<file path="src/rtl/ptw_pkg.sv">
`timescale 1ns/1ps
package ptw_pkg;
  localparam int unsigned PTW_OFF_W    = 12;
  localparam int unsigned PTW_IDX_W    = 10;
  localparam int unsigned PTW_VA_W     = 2 * PTW_IDX_W + PTW_OFF_W;
  localparam int unsigned PTW_PA_W     = 32;
  localparam int unsigned PTW_PTE_W    = 32;
  localparam int unsigned PTW_RIGHTS_W = 3;
  localparam int unsigned PTW_PPN_W    = PTW_PA_W - PTW_OFF_W;
  localparam int unsigned PTW_ENTRY_SH = $clog2(PTW_PTE_W / 8);

  typedef enum logic [2:0] {
    ST_IDLE, ST_DIR_REQ, ST_DIR_WAIT, ST_LEAF_REQ, ST_LEAF_WAIT, ST_RESP
  } ptw_state_e;

  function automatic logic [PTW_IDX_W-1:0] top_index(input logic [PTW_VA_W-1:0] va);
    return va[PTW_VA_W-1 -: PTW_IDX_W];
  endfunction

  function automatic logic [PTW_IDX_W-1:0] leaf_index(input logic [PTW_VA_W-1:0] va);
    return va[PTW_OFF_W +: PTW_IDX_W];
  endfunction

  function automatic logic [PTW_OFF_W-1:0] page_offset(input logic [PTW_VA_W-1:0] va);
    return va[PTW_OFF_W-1:0];
  endfunction

  function automatic logic [PTW_PA_W-1:0] frame_base(input logic [PTW_PPN_W-1:0] ppn);
    return {ppn, {PTW_OFF_W{1'b0}}};
  endfunction

  function automatic logic [PTW_PA_W-1:0] entry_addr(input logic [PTW_PA_W-1:0] tbl,
                                                     input logic [PTW_IDX_W-1:0] idx);
    return tbl + (PTW_PA_W'(idx) << PTW_ENTRY_SH);
  endfunction

  function automatic logic [PTW_PA_W-1:0] join_pa(input logic [PTW_PPN_W-1:0] ppn,
                                                  input logic [PTW_OFF_W-1:0] off);
    return {ppn, off};
  endfunction
endpackage

</file>
<file path="src/rtl/ptw_pte_decode.sv">
`timescale 1ns/1ps
module ptw_pte_decode
  import ptw_pkg::*;
(
  input  logic [PTW_PTE_W-1:0]    raw,
  output logic                    ok,
  output logic [PTW_RIGHTS_W-1:0] perm,
  output logic [PTW_PPN_W-1:0]    ppn
);
  always_comb begin
    ok   = raw[0];
    perm = raw[PTW_RIGHTS_W:1];
    ppn  = raw[PTW_PTE_W-1 -: PTW_PPN_W];
  end
endmodule

</file>
<file path="src/rtl/ptw_addr_gen.sv">
`timescale 1ns/1ps
module ptw_addr_gen
  import ptw_pkg::*;
(
  input  logic                 use_leaf,
  input  logic [PTW_VA_W-1:0]  vaddr,
  input  logic [PTW_PA_W-1:0]  root,
  input  logic [PTW_PPN_W-1:0] dir_ppn,
  output logic [PTW_PA_W-1:0]  addr
);
  logic [PTW_PA_W-1:0] dir_addr;
  logic [PTW_PA_W-1:0] leaf_addr;

  always_comb begin
    dir_addr  = entry_addr(root, top_index(vaddr));
    leaf_addr = entry_addr(frame_base(dir_ppn), leaf_index(vaddr));
    addr      = use_leaf ? leaf_addr : dir_addr;
  end
endmodule

</file>
<file path="src/rtl/ptw_fsm.sv">
`timescale 1ns/1ps
module ptw_fsm
  import ptw_pkg::*;
(
  input  logic       clk,
  input  logic       rst_n,
  input  logic       req_valid,
  input  logic       mem_req_ready,
  input  logic       mem_rsp_valid,
  input  logic       pte_ok,
  output ptw_state_e st,
  output logic       ev_accept,
  output logic       ev_issue,
  output logic       ev_l1_rsp,
  output logic       ev_l2_rsp
);
  ptw_state_e st_nx;

  always_comb begin
    ev_accept = (st == ST_IDLE) && req_valid;
    ev_issue  = ((st == ST_DIR_REQ) || (st == ST_LEAF_REQ)) && mem_req_ready;
    ev_l1_rsp = (st == ST_DIR_WAIT) && mem_rsp_valid;
    ev_l2_rsp = (st == ST_LEAF_WAIT) && mem_rsp_valid;
  end

  always_comb begin
    st_nx = st;
    unique case (st)
      ST_IDLE:      if (ev_accept) st_nx = ST_DIR_REQ;
      ST_DIR_REQ:   if (ev_issue)  st_nx = ST_DIR_WAIT;
      ST_DIR_WAIT:  if (ev_l1_rsp) st_nx = pte_ok ? ST_LEAF_REQ : ST_RESP;
      ST_LEAF_REQ:  if (ev_issue)  st_nx = ST_LEAF_WAIT;
      ST_LEAF_WAIT: if (ev_l2_rsp) st_nx = ST_RESP;
      ST_RESP:      st_nx = ST_IDLE;
      default:      st_nx = ST_IDLE;
    endcase
  end

  always_ff @(posedge clk) begin
    if (!rst_n) st <= ST_IDLE;
    else        st <= st_nx;
  end
endmodule

</file>
<file path="src/rtl/ptw_walker.sv">
`timescale 1ns/1ps
module ptw_walker
  import ptw_pkg::*;
(
  input  logic                    clk,
  input  logic                    rst_n,
  input  logic                    req_valid,
  output logic                    req_ready,
  input  logic [PTW_VA_W-1:0]     req_vaddr,
  input  logic [PTW_PA_W-1:0]     table_root,
  output logic                    mem_req_valid,
  input  logic                    mem_req_ready,
  output logic [PTW_PA_W-1:0]     mem_req_addr,
  input  logic                    mem_rsp_valid,
  input  logic [PTW_PTE_W-1:0]    mem_rsp_data,
  output logic                    done,
  output logic                    fault,
  output logic [PTW_VA_W-1:0]     fault_vaddr,
  output logic [PTW_PA_W-1:0]     paddr,
  output logic [PTW_RIGHTS_W-1:0] rights
);
  ptw_state_e st;
  logic ev_accept, ev_issue, ev_l1_rsp, ev_l2_rsp;
  logic pte_ok;
  logic [PTW_RIGHTS_W-1:0] pte_perm;
  logic [PTW_PPN_W-1:0]    pte_ppn;

  logic [PTW_VA_W-1:0]     vaddr_q;
  logic [PTW_PA_W-1:0]     root_q;
  logic [PTW_PPN_W-1:0]    dir_ppn_q;
  logic [PTW_PPN_W-1:0]    leaf_ppn_q;
  logic [PTW_RIGHTS_W-1:0] perm_q;
  logic                    fault_q;

  ptw_fsm u_fsm (
    .clk(clk), .rst_n(rst_n), .req_valid(req_valid),
    .mem_req_ready(mem_req_ready), .mem_rsp_valid(mem_rsp_valid),
    .pte_ok(pte_ok), .st(st), .ev_accept(ev_accept), .ev_issue(ev_issue),
    .ev_l1_rsp(ev_l1_rsp), .ev_l2_rsp(ev_l2_rsp)
  );

  ptw_pte_decode u_dec (
    .raw(mem_rsp_data), .ok(pte_ok), .perm(pte_perm), .ppn(pte_ppn)
  );

  ptw_addr_gen u_agen (
    .use_leaf(st == ST_LEAF_REQ), .vaddr(vaddr_q), .root(root_q),
    .dir_ppn(dir_ppn_q), .addr(mem_req_addr)
  );

  always_ff @(posedge clk) begin
    if (!rst_n) begin
      vaddr_q    <= '0;
      root_q     <= '0;
      dir_ppn_q  <= '0;
      leaf_ppn_q <= '0;
      perm_q     <= '0;
      fault_q    <= 1'b0;
    end else begin
      if (ev_accept) begin
        vaddr_q <= req_vaddr;
        root_q  <= table_root;
        fault_q <= 1'b0;
      end
      if (ev_l1_rsp && pte_ok) dir_ppn_q <= pte_ppn;
      if (ev_l2_rsp && pte_ok) begin
        leaf_ppn_q <= pte_ppn;
        perm_q     <= pte_perm;
      end
      if ((ev_l1_rsp || ev_l2_rsp) && !pte_ok) fault_q <= 1'b1;
    end
  end

  always_comb begin
    req_ready     = (st == ST_IDLE);
    mem_req_valid = (st == ST_DIR_REQ) || (st == ST_LEAF_REQ);
    done          = (st == ST_RESP);
    fault         = done && fault_q;
    fault_vaddr   = (done && fault_q) ? vaddr_q : '0;
    paddr         = (done && !fault_q) ? join_pa(leaf_ppn_q, page_offset(vaddr_q)) : '0;
    rights        = (done && !fault_q) ? perm_q : '0;
  end
endmodule

</file>
<file path="config.mk">
export PLATFORM = sky130hd
export DESIGN_NAME = ptw_walker
export DESIGN_NICKNAME = d
export VERILOG_FILES = /design/src/rtl/ptw_pkg.sv /design/src/rtl/ptw_pte_decode.sv /design/src/rtl/ptw_addr_gen.sv /design/src/rtl/ptw_fsm.sv /design/src/rtl/ptw_walker.sv
export SDC_FILE = /design/constraint.sdc
export NUM_CORES = 1
export LEC_CHECK = 0
export ABC_AREA = 1
export CAP_MARGIN = 20
export CORE_ASPECT_RATIO = 0.5
export CORE_MARGIN = 2
export CORE_UTILIZATION = 45
export DETAILED_ROUTE_END_ITERATION = 8
export MAX_ROUTING_LAYER = met4
export PLACE_DENSITY = 0.79
export SLEW_MARGIN = 20
export SYNTH_ARGS = -nofsm -noshare
export SYNTH_HDL_FRONTEND = slang
export SYNTH_HIERARCHICAL = 1
export SYNTH_SLANG_ARGS = --single-unit
export TNS_END_PERCENT = 10
</file>
<file path="constraint.sdc">
create_clock -name clk -period 3.05 [get_ports clk]
set_input_delay 0.61 -clock clk [delete_from_list [all_inputs] [get_ports clk]]
set_output_delay 0.61 -clock clk [all_outputs]
set_load 0.05 [all_outputs]
</file>
# After elaboration in Yosys (flattened, before gate mapping)
# Index checks and enable logic that the tools add are counted.
[totals]
word_cells = 48
regBits = 111
input_bits = 101
[classes]
muxes = 13
reduce_logical = 16
n_addsub = 2
eq_ne = 10
[ops]
columns = ["op", "count"]
rows = [
  ["$mux 32", 3],
  ["$add 32x12->32", 2],
  ["$mux 3", 7],
  ["$pmux 3 s5", 1],
  ["$logic_and 1x1->1", 9],
  ["$ne 2x2->1 const B", 4],
  ["$eq 3x2->1 const B", 2],
  ["$eq 3x3->1 const B", 2],
  ["$reduce_and 5->1", 1],
  ["$eq 3x1->1 const B", 1],
  ["$logic_not 3->1", 1],
  ["$logic_not 1->1", 2],
  ["$logic_or 1x1->1", 2],
  ["$mux 1", 2],
  ["$ne 2x1->1 const B", 1],
  ["$reduce_bool 2->1", 1],
]

# Longest topological paths before layout
# Gate-level depths: netlist of the first run.
[depth]
ltp_word = 5
mapped_depth = 13
depth_no_buf = 13

# By module
# The synthesis of the first run kept the hierarchy.
[by_module_without_submodules]
columns = ["module", "instances", "cells_each", "area_per_inst_um2"]
rows = [
  ["ptw_walker", 1, 582, 4377.9],
  ["ptw_addr_gen", 1, 366, 1684.1],
  ["ptw_fsm", 1, 38, 220.2],
  ["ptw_pte_decode", 1, 24, 180.2],
]

# Worst setup path before layout of the first run
# Ideal clock, no wire load.
[synth_timing]
path_kind = "reg2out"
start = "register vaddr_q[22]"
end = "output mem_req_addr[6]"
arrival_time_ps = 2393
path_slack_ps = 47
stages_incl_launch_ff = 7
cell_sequence = "dfxtp_1 -> ha_1 -> fa_1 -> nand3_1 -> nand3_1 -> xnor2_1 -> o21ai_0"
[synth_between]
elab_chain_cells = 2
[synth_rtl]
columns = ["element", "line", "rtl"]
rows = [
  ["start: declaration", "ptw_walker.sv:28", "logic [PTW_VA_W-1:0] vaddr_q;"],
  ["start signal: assignment", "ptw_walker.sv:61", "vaddr_q <= req_vaddr;"],
  ["$add 32x12->32", "ptw_pkg.sv:34", "return tbl + (PTW_PA_W'(idx) << PTW_ENTRY_SH);"],
  ["$mux 32", "ptw_addr_gen.sv:17", "addr = use_leaf ? leaf_addr : dir_addr;"],
  ["end: declaration", "ptw_walker.sv:13", "output logic [PTW_PA_W-1:0] mem_req_addr,"],
]
# No other way between the ends.

# Worst setup path in the final report of the first run
[layout_timing]
start = "register u_fsm.st[1]"
end = "output fault_vaddr[2]"
[layout_between]
elab_chain_cells = 3
[layout_rtl]
columns = ["element", "line", "rtl"]
rows = [
  ["start: declaration", "ptw_fsm.sv:11", "output ptw_state_e st,"],
  ["start signal: assignment", "ptw_fsm.sv:41", "else st <= st_nx;"],
  ["$eq 3x3->1", "ptw_walker.sv:77", "done = (st == ST_RESP);"],
  ["$logic_and 1x1->1", "ptw_walker.sv:79", "fault_vaddr = (done && fault_q) ? vaddr_q : '0;"],
  ["$mux 32", "ptw_walker.sv:79", ""],
  ["end: declaration", "ptw_walker.sv:18", "output logic [PTW_VA_W-1:0] fault_vaddr,"],
]
# No other way between the ends.

==> results of run 1 <==
[per-stage QoR]
step                      setup TNS, ns  power (mW)  setup WS [ns]
final                                 0        6.50          0.102
after floorplan                       0        4.21         0.0473
after detailed placement              0        5.26          0.296
after global routing           -0.00921        6.89       -0.00921
after CTS                             0        6.50         0.0218
after global placement                0        5.20          0.331
[flip-flops by register name (all words and copies together) (netlist names)]
register	flops
vaddr_q	32
u_fsm/st	3
root_q	32
dir_ppn_q	20
perm_q	3
fault_q	1
leaf_ppn_q	20
[area by class of cell]
type | count | area [um^2]
inverters | 121 | 454
multi-input cells | 703 | 3370
clock inverters | 7 | 86.3
repair buffers | 209 | 2270
well taps | 192 | 240
flip-flops and latches | 111 | 2220
fillers | 1260 | 4900
clock buffers | 9 | 225
[how the worst min path moves through the flow]
stage / start / endpoint / slack, ns
floorplan: leaf_ppn_q[19] / leaf_ppn_q[19] / 0.44
global placement: leaf_ppn_q[15] / leaf_ppn_q[15] / 0.45
detailed placement: leaf_ppn_q[7] / leaf_ppn_q[7] / 0.46
CTS: dir_ppn_q[10] / dir_ppn_q[10] / 0.47
global route: dir_ppn_q[10] / dir_ppn_q[10] / 0.48
finish: dir_ppn_q[0] / dir_ppn_q[0] / 0.46
[layer usage]
layer	vias to the layer above	part of all wire (%)
met1	3095	48
li1	3449	-
met4	0	1.7
met5	-	0
met3	30	5.8
met2	182	45
[what timing repair did]
item	CTS	global route
buffers inserted	0	1
setup endpoints to repair	7	17
gates resized for setup	3	8
[cell usage in the layout (no fill, tap or decap), drive strengths merged]
cell / n
nand2: 232
a21boi: 1
o21ai: 71
or2: 8
nor4: 1
o21a: 1
clkinv: 7
buf: 106
nor2: 168
clkbuf: 9
nand3: 104
and2: 3
nor3: 8
fa: 1
nand3b: 5
inv: 121
ha: 10
dfxtp: 111
xnor2: 2
a21oi: 82
clkdlybuf4s50: 103
nand4: 6
[worst max-delay path, cell delays in order, from the launching register on]
cell	delay [ns]
dfxtp_1	0.40
inv_1	0.24
nand4_4	0.31
nor2_1	0.20
clkdlybuf4s50_1	0.83
[power breakdown]
| part | switching, mW | internal, mW | total [mW] | leakage, nW |
|---|---|---|---|---|
| combinational | 2.15 | 1.05 | 3.20 | 2.66 |
| sequential | 0.312 | 1.77 | 2.08 | 0.909 |
| clock | 0.635 | 0.593 | 1.23 | 0.151 |
| total | 3.09 | 3.41 | 6.50 | 3.72 |
==> out/results.ini, run 1 <==
[die]
core_area_um2=13800
dieArea_um2=15400
die_h_um=88.7
initial_utilization_pct=46.9
io_pins=204
die_w_um=173
rows=30

[global_routing]
use_met2_pct=41.4
grt_first_pass_wirelength_mm=31.4
use_met3_pct=4.60
grt_pass1_vias=6176
top_usage_layer=met2
grt-ovfl-total=0
grt_use_total_pct=26.3
antenna_found_initial=0
grt_use_met1_pct=35.0
grt_max_degree=69

[synth]
syn_nets=1121
synth_warnings=6
postSynthCellCount=1009
synthesis.area_um2=6460
syn_area_per_cell_um2=6.40

[final_layout]
nNetsFinal=1267
final_util_pct=64.4
area_growth_pct=37.4
fin_area_um2=8870
antenna_cells=0
final_layout_size_suffix_gt1_share_pct=16.2
fin_cells=1352

[timing]
rsz0062_at_grt=true
setup_viol=0
finalHoldViolations=0
tightestPinTransition_ns=0.618
skew_ns=0.0119
maxSlewViolCount=0
slew_headroom_pct=58.7
fin_crit_sh_pct=96.7
fin_crit_ns=2.95
whs_ns=0.465
fmax_ghz=0.339

[critical_path]
required_ns=2.44
worstSetupPathType=flop to output port
reg2reg_from=u_fsm/st[2]
start_kind=flop
rr_worst_depth=7
endpoint_kind=output port
startpoint=u_fsm/st[1]
cp_data_arrival_time_ns=2.34
regToRegSetupSlack_ns=1.23
critical_path.endpoint=fault_vaddr[2]
r2r_end=dir_ppn_q[4]
crit_path_max_fanout=16

[routing]
wirelength_mm=19.6
drtIter0Drc=479
drt_first_pass_iters=5
vias=6756
final_antenna_net_count=0
routedWlPerCell_um=14.5
route.detailed.drc=0
vias_per_cell=5.00

[placed_design]
globalplace.congestion=0.861
dp_hpwl_mm=14.7
io_buffers=195
dp.cells=1335
placed_area_um2=8520

[job]
maxCapViolations=0

[clocking]
clock-sinks=111
h-tree-depth=3
clockRootBuffer=clkbuf_16
tritoncts=done
insertion_delay_ns=0.36
clkSlewWorstSetupHoldPaths_ns=0.08
clockBufferDepth=2
cts_buffers=9
holdBufCountCts=0

[power]
power-per-cell-area_nw_per_um2=733
leakage_nw=3.72
peakVddDrop_mv=0.441

[min_path]
holdPathStages=2
hp-class=flop to flop

[outcome]
outcome=finished, final reports clean

Power figures use the tool's default switching activity.
==> inputs of run 2 (changes only) <==
- GPL_TIMING_DRIVEN: default -> 0
- SLEW_MARGIN: 20 -> 0
==> out/results.ini, run 2 (same netlist as run 1, synthesis figures left out) <==
[outcome]
outcome=finished, final reports clean

[timing]
whs_ns=0.466  ; +0.000625 ns
finalHoldViolations=0  ; unchanged
fmax_ghz=0.332  ; -2.1%
rsz0062_at_grt=true
slew_headroom_pct=28.8  ; -30 points
fin_crit_sh_pct=98.7  ; +2.1 points
fin_crit_ns=3.01  ; +0.0630 ns
maxSlewViolCount=0  ; unchanged
tightestPinTransition_ns=1.06  ; +0.441 ns
setup-tns-final_ns=0  ; unchanged
setup_viol=0  ; unchanged
skew_ns=0.00965  ; -0.00227 ns

[power]
switching_share_pct=48.9  ; +1.3 points
p_sw_mw=3.13  ; +1.3%
finalPower_mw=6.41  ; -1.4%
combPwrFrac_pct=48.8  ; -0.4 points
intPower_mw=3.28  ; -3.9%
p_seq_share_pct=32.6  ; +0.7 points
peakVddDrop_mv=0.393  ; -11%
power-per-cell-area_nw_per_um2=738  ; +0.65%
leakage_nw=3.61  ; -3.2%
power_frac_clock_pct=18.6  ; -0.3 points

[clocking]
tritoncts=done
clockRootBuffer=clkbuf_16
h-tree-depth=3  ; unchanged
insertion_delay_ns=0.35  ; about the same
clock-sinks=111  ; unchanged
clkSlewWorstSetupHoldPaths_ns=0.09  ; about the same
holdBufCountCts=0  ; unchanged
clockBufferDepth=2  ; unchanged
cts_buffers=9  ; unchanged

[critical_path]
r2r_end=vaddr_q[5]
start_kind=flop
cp_data_arrival_time_ns=2.40  ; +0.06 ns
worstSetupPathType=flop to output port
required_ns=2.44  ; about the same
critical_path.endpoint=mem_req_addr[14]
reg2reg_from=u_fsm/st[0]
rr_worst_depth=5  ; -2
startpoint=vaddr_q[22]
crit_path_max_fanout=8  ; -8
endpoint_kind=output port
regToRegSetupSlack_ns=0.70  ; -0.53 ns

[final_layout]
fillers=1317  ; +4.5%
final_common_cell=nand2_1
reg_top3=root_q: 32 flops, vaddr_q: 32 flops
antenna_cells=0  ; unchanged
final_util_pct=63.1  ; -1.3 points
nNetsFinal=1304  ; +2.9%
final_layout_size_suffix_gt1_share_pct=13.8  ; -2.4 points
area_growth_pct=34.6
final_cell_mix=nand2_1 (223), clkdlybuf4s50_1 (139), nor2_1 (132)

[die]
rows=30  ; unchanged
io_pins=204  ; unchanged
initial_utilization_pct=46.9  ; unchanged
dieArea_um2=15400  ; unchanged
die_w_um=173  ; unchanged
core_area_um2=13800  ; unchanged
die_h_um=88.7  ; unchanged

[routing]
final_antenna_net_count=0  ; unchanged
wirelength_mm=20.7  ; +5.6%
route.detailed.drc=0  ; unchanged
drt_first_pass_iters=5  ; unchanged
vias=7015  ; +3.8%
vias_per_cell=5.05  ; +1.1%
routedWlPerCell_um=14.9  ; +2.8%
drtIter0Drc=544  ; +14%

[min_path]
hp-class=flop to flop

[job]
maxCapViolations=0  ; unchanged

[global_routing]
grt-ovfl-total=0  ; unchanged
grt_first_pass_wirelength_mm=32.8  ; +4.6%
grt_pass1_vias=6464  ; +4.7%
antenna_found_initial=0  ; unchanged
grt_use_total_pct=27.7  ; +1.4 points
grt_max_degree=22  ; -68%

[placed_design]
dp_hpwl_mm=16.3  ; +11%
globalplace.congestion=0.906  ; +5.2%
io_buffers=171  ; -12%

==> run 2: metrics by stage <==
step / setup slack (ns) / area (um^2) / cells
after floorplan: 0.0473 / 6460 / 1009
final: 0.0389 / 8690 / 1389
after global routing: -0.0764 / 8690 / 1389
after detailed placement: -0.359 / 8420 / 1372
after CTS: -0.110 / 8700 / 1388
after global placement: -0.354 / 8410 / 1372
==> run 2: power groups by stage <==
| stage | sequential, mW | clock (mW) | combinational [mW] |
|---|---|---|---|
| 2_1_floorplan | 1.99 | 0 | 2.22 |
| 3_3_place_gp | 2.09 | 0 | 3.16 |
| 3_5_place_dp | 2.10 | 0 | 3.21 |
| 4_1_cts | 2.08 | 1.20 | 3.11 |
| 5_1_grt | 2.13 | 1.26 | 3.38 |
| 6_report | 2.09 | 1.19 | 3.13 |
==> run 2: how the worst min path moves through the flow <==
stage                    from             end  slack (ns)  cells past startpoint
2_1_floorplan  leaf_ppn_q[19]  leaf_ppn_q[19]        0.44                      2
3_3_place_gp        perm_q[2]       perm_q[2]        0.45                      2
3_5_place_dp   leaf_ppn_q[17]  leaf_ppn_q[17]        0.46                      2
4_1_cts          dir_ppn_q[5]    dir_ppn_q[5]        0.47                      2
5_1_grt          dir_ppn_q[5]    dir_ppn_q[5]        0.47                      2
6_report       leaf_ppn_q[12]  leaf_ppn_q[12]        0.47                      2
==> run 2: cell type report <==
| cell class | instances | area [um^2] | area share [%] |
|---|---|---|---|
| Clock buffer | 9 | 225 | 2.59 |
| Multi-Input combinational cell | 703 | 3390 | 39.0 |
| Sequential cell | 111 | 2230 | 25.6 |
| Clock inverter | 7 | 75.1 | 0.864 |
| Buffer | 74 | 452 | 5.20 |
| Timing Repair Buffer | 172 | 1630 | 18.7 |
| Tap cell | 192 | 240 | 2.76 |
| Inverter | 121 | 455 | 5.24 |
==> run 2: worst max-delay path: stages, from the launching register on <==
cell and delay, ns:
dfxtp_1 0.33, ha_2 0.23, fa_2 0.43, nand3_1 0.11
nand3_2 0.13, nand3_2 0.12, nand3b_4 0.13, or2_1 0.23
nand3_1 0.07, nand2_1 0.05, buf_2 0.21
==> run 2: what timing repair did <==
| action | CTS | global route |
|---|---|---|
| endpoints found under the setup margin | 32 | 89 |
| resized for setup | 101 | 58 |
| pin swaps | 0 | 1 |
| setup buffers | 0 | 1 |
| hold endpoints to repair | 0 | 0 |
==> run 2: routing by layer <==
metal	GRT usage, %	share of wire, %	vias up
met1	37.4	47	3216
met2	43.9	44	242
met3	4.34	6.8	28
li1	-	-	3529
met5	-	0	-
met4	6.78	1.5	0
==> inputs of run 3 (changes only) <==
- HOLD_SLACK_MARGIN: default -> 0.12
==> results of run 3 <==
No change in the layout: final DEF, timing and power equal those of run 2.
